==> config.mk <==
export PLATFORM = sky130hd
export DESIGN_NAME = fwd_unit
export DESIGN_NICKNAME = d
export VERILOG_FILES = /design/src/rtl/fwd_pkg.sv /design/src/rtl/fwd_hit.sv /design/src/rtl/fwd_alu_pick.sv /design/src/rtl/fwd_store_pick.sv /design/src/rtl/fwd_unit.sv
export SDC_FILE = /design/constraint.sdc
export NUM_CORES = 1
export LEC_CHECK = 0
export BUFFER_PORTS_ARGS = -buffer_cell sky130_fd_sc_hd__buf_2
export CAP_MARGIN = 20
export CORE_AREA = 10 10 47 49
export DETAILED_ROUTE_END_ITERATION = 8
export DIE_AREA = 0 0 57 59
export SLEW_MARGIN = 30
export SYNTH_ARGS = -nofsm -noshare
export SYNTH_HDL_FRONTEND = slang
export SYNTH_SLANG_ARGS = --single-unit
==> constraint.sdc <==
create_clock -name vclk -period 1.1
set_input_delay 0.165 -clock vclk [all_inputs]
set_output_delay 0.165 -clock vclk [all_outputs]
set_load 0.02 [all_outputs]
==> src/rtl/fwd_pkg.sv <==
package fwd_pkg;

   typedef enum logic [1:0] {
      SEL_REGFILE = 2'b00,
      SEL_MEMWB   = 2'b01,
      SEL_EXMEM   = 2'b10
   } alu_sel_e;

   localparam int unsigned SEL_W = 2;

endpackage

==> src/rtl/fwd_hit.sv <==
module fwd_hit #(
   parameter int unsigned REG_AW     = 5,
   parameter bit          ZERO_GUARD = 1'b1
) (
   input  logic [REG_AW-1:0] src_i,
   input  logic [REG_AW-1:0] dst_i,
   input  logic              we_i,
   output logic              hit_o
);

   logic same;
   assign same = (src_i == dst_i);

   generate
      if (ZERO_GUARD) begin : g_zero_guard
         logic dst_nonzero;
         assign dst_nonzero = |dst_i;
         assign hit_o       = we_i & dst_nonzero & same;
      end else begin : g_no_guard
         assign hit_o = we_i & same;
      end
   endgenerate

   always_comb begin
      if (hit_o) begin
         AST_HIT_NEEDS_WE: assert (we_i) else $error("hit without write enable");
      end
   end

endmodule

==> src/rtl/fwd_alu_pick.sv <==
module fwd_alu_pick
   import fwd_pkg::*;
#(
   parameter int unsigned REG_AW     = 5,
   parameter bit          ZERO_GUARD = 1'b1
) (
   input  logic [REG_AW-1:0] src_i,
   input  logic [REG_AW-1:0] exmem_rd_i,
   input  logic              exmem_we_i,
   input  logic [REG_AW-1:0] memwb_rd_i,
   input  logic              memwb_we_i,
   output logic [SEL_W-1:0]  sel_o
);

   logic exmem_hit;
   logic memwb_hit;
   alu_sel_e pick;

   fwd_hit #(.REG_AW(REG_AW), .ZERO_GUARD(ZERO_GUARD)) u_hit_exmem (
      .src_i (src_i),
      .dst_i (exmem_rd_i),
      .we_i  (exmem_we_i),
      .hit_o (exmem_hit)
   );

   fwd_hit #(.REG_AW(REG_AW), .ZERO_GUARD(ZERO_GUARD)) u_hit_memwb (
      .src_i (src_i),
      .dst_i (memwb_rd_i),
      .we_i  (memwb_we_i),
      .hit_o (memwb_hit)
   );

   // younger producer first
   always_comb begin
      if (exmem_hit)      pick = SEL_EXMEM;
      else if (memwb_hit) pick = SEL_MEMWB;
      else                pick = SEL_REGFILE;
   end

   assign sel_o = pick;

   always_comb begin
      AST_SEL_LEGAL: assert (sel_o != 2'b11) else $error("illegal select");
      if (sel_o == 2'b10) begin
         AST_EXMEM_QUAL: assert (exmem_we_i && (exmem_rd_i == src_i) && (!ZERO_GUARD || exmem_rd_i != '0))
            else $error("exmem bypass unqualified");
      end
      if (sel_o == 2'b01) begin
         AST_MEMWB_QUAL: assert (memwb_we_i && (memwb_rd_i == src_i) && (!ZERO_GUARD || memwb_rd_i != '0))
            else $error("memwb bypass unqualified");
         AST_YOUNG_WINS: assert (!(exmem_we_i && (exmem_rd_i == src_i) && (!ZERO_GUARD || exmem_rd_i != '0)))
            else $error("older value chosen over younger");
      end
      if (ZERO_GUARD && src_i == '0) begin
         AST_ZERO_NEVER: assert (sel_o == 2'b00) else $error("register zero bypassed");
      end
   end

endmodule

==> src/rtl/fwd_store_pick.sv <==
module fwd_store_pick #(
   parameter int unsigned REG_AW     = 5,
   parameter bit          ZERO_GUARD = 1'b1
) (
   input  logic [REG_AW-1:0] rt_i,
   input  logic [REG_AW-1:0] memwb_rd_i,
   input  logic              memwb_we_i,
   output logic              sel_o
);

   fwd_hit #(.REG_AW(REG_AW), .ZERO_GUARD(ZERO_GUARD)) u_hit_st (
      .src_i (rt_i),
      .dst_i (memwb_rd_i),
      .we_i  (memwb_we_i),
      .hit_o (sel_o)
   );

   always_comb begin
      if (sel_o) begin
         AST_STORE_QUAL: assert (memwb_we_i && (memwb_rd_i == rt_i) && (!ZERO_GUARD || rt_i != '0))
            else $error("store bypass unqualified");
      end
   end

endmodule

==> src/rtl/fwd_unit.sv <==
module fwd_unit
   import fwd_pkg::*;
#(
   parameter int unsigned REG_AW     = 5,
   parameter int unsigned NUM_SRC    = 2,
   parameter bit          ZERO_GUARD = 1'b1
) (
   input  logic [NUM_SRC-1:0][REG_AW-1:0] ex_src_i,
   input  logic [REG_AW-1:0]              exmem_rd_i,
   input  logic                           exmem_we_i,
   input  logic [REG_AW-1:0]              memwb_rd_i,
   input  logic                           memwb_we_i,
   input  logic [REG_AW-1:0]              mem_rt_i,
   output logic [NUM_SRC-1:0][SEL_W-1:0]  alu_sel_o,
   output logic                           st_sel_o
);

   localparam int unsigned SEL_BITS = NUM_SRC * SEL_W;

   generate
      if (REG_AW < 1 || REG_AW > 8) begin : g_bad_aw
         $error("REG_AW must lie in 1..8");
      end
      if (NUM_SRC < 1 || NUM_SRC > 4) begin : g_bad_src
         $error("NUM_SRC must lie in 1..4");
      end
      if (SEL_BITS != NUM_SRC * 2) begin : g_bad_sel
         $error("select width mismatch");
      end
   endgenerate

   genvar gi;
   generate
      for (gi = 0; gi < NUM_SRC; gi++) begin : g_op
         fwd_alu_pick #(.REG_AW(REG_AW), .ZERO_GUARD(ZERO_GUARD)) u_pick (
            .src_i      (ex_src_i[gi]),
            .exmem_rd_i (exmem_rd_i),
            .exmem_we_i (exmem_we_i),
            .memwb_rd_i (memwb_rd_i),
            .memwb_we_i (memwb_we_i),
            .sel_o      (alu_sel_o[gi])
         );
      end
   endgenerate

   fwd_store_pick #(.REG_AW(REG_AW), .ZERO_GUARD(ZERO_GUARD)) u_store (
      .rt_i       (mem_rt_i),
      .memwb_rd_i (memwb_rd_i),
      .memwb_we_i (memwb_we_i),
      .sel_o      (st_sel_o)
   );

endmodule

==> results of run 1 <==
metrics by stage:
stage	TNS [ns]	instances	worst slack [ns]
floorplan	-1.03	43	-0.255
global placement	-1.99	103	-0.452
finish	-1.66	103	-0.379
detailed placement	-2.01	103	-0.457
CTS	-1.72	103	-0.391
global route	-1.88	103	-0.438
worst max path at each step:
stage / start / to / slack (ns) / cells past startpoint
final: exmem_rd_i[1] / alu_sel_o[0] / -0.38 / 6
after global routing: exmem_rd_i[1] / alu_sel_o[0] / -0.44 / 6
after CTS: exmem_rd_i[1] / alu_sel_o[0] / -0.39 / 6
after detailed placement: exmem_rd_i[4] / alu_sel_o[0] / -0.46 / 6
after global placement: exmem_rd_i[4] / alu_sel_o[0] / -0.45 / 6
after floorplan: exmem_rd_i[4] / alu_sel_o[0] / -0.25 / 4
synthesized netlist by cell type:
library cell / instances / area [sq um]
buf_4: 2 / 15.0
o21ai_2: 2 / 17.5
nand3_1: 5 / 25.0
xnor2_1: 13 / 114
nor4_1: 3 / 18.8
or4_1: 2 / 15.0
nor3_2: 2 / 20.0
xor2_1: 12 / 105
nor3_1: 2 / 10.0
area by class of cell:
| class | count | area, sq um | area share, % |
|---|---|---|---|
| Multi-Input combinational cell | 41 | 453 | 58.0 |
| Timing Repair Buffer | 46 | 308 | 39.4 |
| Tap cell | 16 | 20.0 | 2.56 |
repair_timing:
action                     in CTS  in global routing
resized for setup              16                  2
pin swaps                       8                  2
setup endpoints to repair       5                  5
kinds of logic after synthesis:
logic type / Yosys count
XOR/XNOR: 25
AND/OR/NAND/NOR: 14
AO/OA/AOI/OAI: 2
buffers and inverters: 2
placed cells by master, fill, tap and decap left out:
master and instances:
nand3_1 3, o21ai_4 2, buf_2 24, nor3_4 2, nand3_2 2, or4_4 2, xnor2_1 8, nor3_1 2
buf_6 6, nor4_4 3, xnor2_2 5, xor2_1 12, buf_4 16
worst max-delay path: cells and delay by family:
kind / cells / cell delay, ns
and+or+nand+nor: 3 / 0.73
AOI/OAI and AO/OA: 1 / 0.20
buffers and inverters: 2 / 0.23
power by group:
group          leakage [nW]  internal (mW)  switching (mW)
registers                 0              0               0
clock network             0              0               0
logic                 0.350          0.159           0.134
total                 0.350          0.159           0.134
metal layers:
| layer | global-route usage (%) | share of wire [%] | up-vias |
|---|---|---|---|
| li1 | - | - | 238 |
| met2 | 12.4 | 43 | 24 |
| met5 | 0 | 0 | - |
| met3 | 3.86 | 12 | 0 |
| met1 | 8.99 | 45 | 196 |
| met4 | 0 | 0 | 0 |
==> out/results.ini, run 1 <==
[timing]
timing.final.crit_share_pct = 134
slew_headroom_pct = 80.1
finalHoldViolations = 0
fin_ws_ns = -0.379
whs_ns = 0.721
rsz0062_at_grt = true
post-route-min-period_ns = 1.48
finalSetupViolations = 5
tightest_slew_ns = 0.296
max_freq_mhz = 676
slew_violations = 0

[logic_synthesis]
synthMuxAreaShare_pct = 0
yosysUniqueCellTypes = 9
synthXorXnorAreaFrac_pct = 64.3
synthAdderAreaFrac_pct = 0
ys_seq_area_share_pct = 0
synthesis.area_sq_um = 340
yosysWarnings = 0
synth-compound-area-share_pct = 5.15
synth_fp_nets = 70
synth-simple-area-share_pct = 26.1
synth_top_family_by_area = XOR/XNOR gates
syn_area_per_cell_sq_um = 7.91
synthCells = 43

[floorplan]
io_pins = 32
start_util_pct = 24.3
die-area_sq_um = 3360
rows = 14
die_x_um = 57
coreArea_sq_um = 1400
die_h_um = 59

[run_status]
status = finished, violations left
violations = setup timing

[setup_path]
crit_fanout = 2
max_stage_delay_ns = 0.54
worstPathArrival_ns = 1.31
critPathSlowestCell = or4_4
worstPathCellList = buf_6 > or4_4 > o21ai_4 > nor4_4 > nor3_4 > buf_6
critical_path.most_common_cell = buf_6
timing_worst_setup_path_type = in2out
start_kind = input pin
required_ns = 0.94
cp-end-kind = output port

[global_route]
grt_pass1_vias = 534
track_usage_pct = 7.51
gr-total-overflow = 0
grt_pass1_wl_um = 2190
grt_max_degree = 5
antenna_found_initial = 0

[detailed_routing]
ant_nets = 0
wirelength_um = 1320
vias = 458
post_drt_wl_per_cell_um = 12.8
drc = 0
drt_iter0_markers = 0
first_pass_iters = 1
routed_via_density = 4.45

[worst_hold_path]
hold-path-endpoint = alu_sel_o[3]
hold_class = in2out
hp-start = exmem_we_i
whs_path_depth = 4

[cells_and_area]
final_cell_area_sq_um = 781
final_nets = 116
fillCellCount = 145
utilization_pct = 55.7
diodes = 0
clkbuf_count = 0
drive_gt1_share_pct = 71.3
seq_cells = 0
regArea_sq_um = 0
area_growth_pct = 129

[placed_design]
place_area_sq_um = 691
gp_congestion = 0.808
hpwl_um = 1250
io_buffers = 32

[clock_network]
post_cts_buffers = 0
postCtsHoldBufs = 0

[power]
power_mw = 0.293
static-leakage-power_nw = 0.350
cellPowerDensity_nw_per_um2 = 375
irDropWorstVdd_uv = 175

[run]
cap_violations = 0

Power figures use the tool's default switching activity.
==> run 2: changes to the inputs <==
==> constraint.sdc (replaced) <==
create_clock -name vclk -period 1.6
set_input_delay 0.24 -clock vclk [all_inputs]
set_output_delay 0.24 -clock vclk [all_outputs]
set_load 0.02 [all_outputs]
==> out/results.ini, run 2 (same netlist as run 1, synthesis figures left out) <==
[run_status]
status = finished, violations left
violations = setup timing

[cells_and_area]
utilization_pct = 47.5  ; -8.2 points
regArea_sq_um = 0  ; unchanged
mostFrequentLayoutCells = buf_2 (25), xor2_1 (12), xnor2_1 (11), buf_4 (11), nand3_1 (4)
diodes = 0  ; unchanged
final_common_cell = buf_2
clkbuf_count = 0  ; unchanged
seq_cells = 0  ; unchanged
final_cells = 96  ; -6.8%
drive_gt1_share_pct = 63.7  ; -7.5 points
final_cell_area_sq_um = 666  ; -15%
area_growth_pct = 95.6
final_nets = 109  ; -6.0%

[timing]
slew_headroom_pct = 79.8  ; -0.34 points
max_freq_mhz = 604
finalSetupViolations = 3  ; -2
finalHoldViolations = 0  ; unchanged
slew_violations = 0  ; unchanged
whs_ns = 0.873  ; +0.152 ns
post-route-min-period_ns = 1.66
fin_ws_ns = -0.0558  ; +0.324 ns
rsz0062_at_grt = true
tightest_slew_ns = 0.302  ; +0.00637 ns
timing.final.crit_share_pct = 103

[detailed_routing]
ant_nets = 0  ; unchanged
first_pass_iters = 2  ; +1
routed_via_density = 4.58  ; +3.1%
vias = 440  ; -3.9%
wirelength_um = 1400  ; +6.1%
drt_iter0_markers = 1  ; +1
post_drt_wl_per_cell_um = 14.6  ; +14%
drc = 0  ; unchanged

[floorplan]
coreArea_sq_um = 1400  ; unchanged
die-area_sq_um = 3360  ; unchanged
die_x_um = 57  ; unchanged
start_util_pct = 24.3  ; unchanged
rows = 14  ; unchanged
io_pins = 32  ; unchanged
die_h_um = 59  ; unchanged

[setup_path]
max_stage_delay_ns = 0.54  ; about the same
start_kind = input pin
cp-end-kind = output port
crit_buf_inv = 2  ; unchanged
worstPathCellList = buf_6 > or4_4 > o21ai_4 > nor4_4 > nor3_2 > buf_4
path_delay_family = simple AND/OR/NAND/NOR gates
required_ns = 1.36  ; +0.42 ns
timing_worst_setup_path_type = in2out
critPathSlowestCell = or4_4
crit_fanout = 2  ; unchanged
worstPathArrival_ns = 1.42  ; +0.11 ns

[global_route]
gr-total-overflow = 0  ; unchanged
grt_pass1_wl_um = 2110  ; -3.8%
antenna_found_initial = 0  ; unchanged
global_route.usage.met1_pct = 8.19  ; -0.80 points
met2_usage_pct = 13.3  ; +0.93 points
grtUsageMet3_pct = 2.58  ; -1.3 points
grt_max_degree = 5  ; unchanged
busiest_layer = met2
grt_pass1_vias = 485  ; -9.2%
track_usage_pct = 7.30  ; -0.21 points

[run]
cap_violations = 0  ; unchanged

[placed_design]
pre_cts_slack_ns = -0.125  ; +0.332 ns
hpwl_um = 1190  ; -4.8%
place_area_sq_um = 558  ; -19%
gp_congestion = 0.753  ; -6.8%
dp_cells = 96  ; -6.8%
io_buffers = 32  ; unchanged

[worst_hold_path]
hold_class = in2out

[power]
cellPowerDensity_nw_per_um2 = 258  ; -31%
irDropWorstVdd_uv = 127  ; -27%
static-leakage-power_nw = 0.289  ; -17%

[clock_network]
post_cts_buffers = 0  ; unchanged

## run 2: path summary, 6_finish.rpt
path | start | to | slack, ns | cells past startpoint
max | exmem_rd_i[0] | alu_sel_o[2] | -0.06 | 6
min | memwb_we_i | st_sel_o | 0.87 | 4
## run 2: power by group
part	internal (mW)	switching, mW
clock network	0	0
registers	0	0
logic	0.0885	0.0835
total	0.0885	0.0835
## run 2: metrics by stage
stage | power [mW] | setup TNS, ns
finish | 0.172 | -0.136
floorplan | 0.0645 | 0
detailed placement | 0.139 | -0.261
CTS | 0.157 | -0.190
global placement | 0.137 | -0.198
global route | 0.188 | -0.269
## run 2: metal layers
metal / share of wire [%] / up-vias
li1: - / 225
met1: 35 / 201
met2: 57 / 14
met3: 7.5 / 0
met4: 0 / 0
met5: 0 / -
## run 2: repair_timing
action                                  4_1_cts  5_1_grt
hold buffers                                  0        0
gates resized for setup                      11        9
endpoints found under the setup margin        3        5
pin swaps                                     6        3
gates cloned                                  0        0
## run 2: worst min-delay path, delay by kind of cell
| family | cells | cell delay [ns] |
|---|---|---|
| buffers and inverters | 2 | 0.27 |
| AO/OA/AOI/OAI | 1 | 0.08 |
| AND/OR/NAND/NOR | 1 | 0.04 |
## run 2: cell type report
cell class         count  area [sq um]
fillers              149           736
repair buffers        39           241
well taps             16          20.0
multi-input cells     41           404
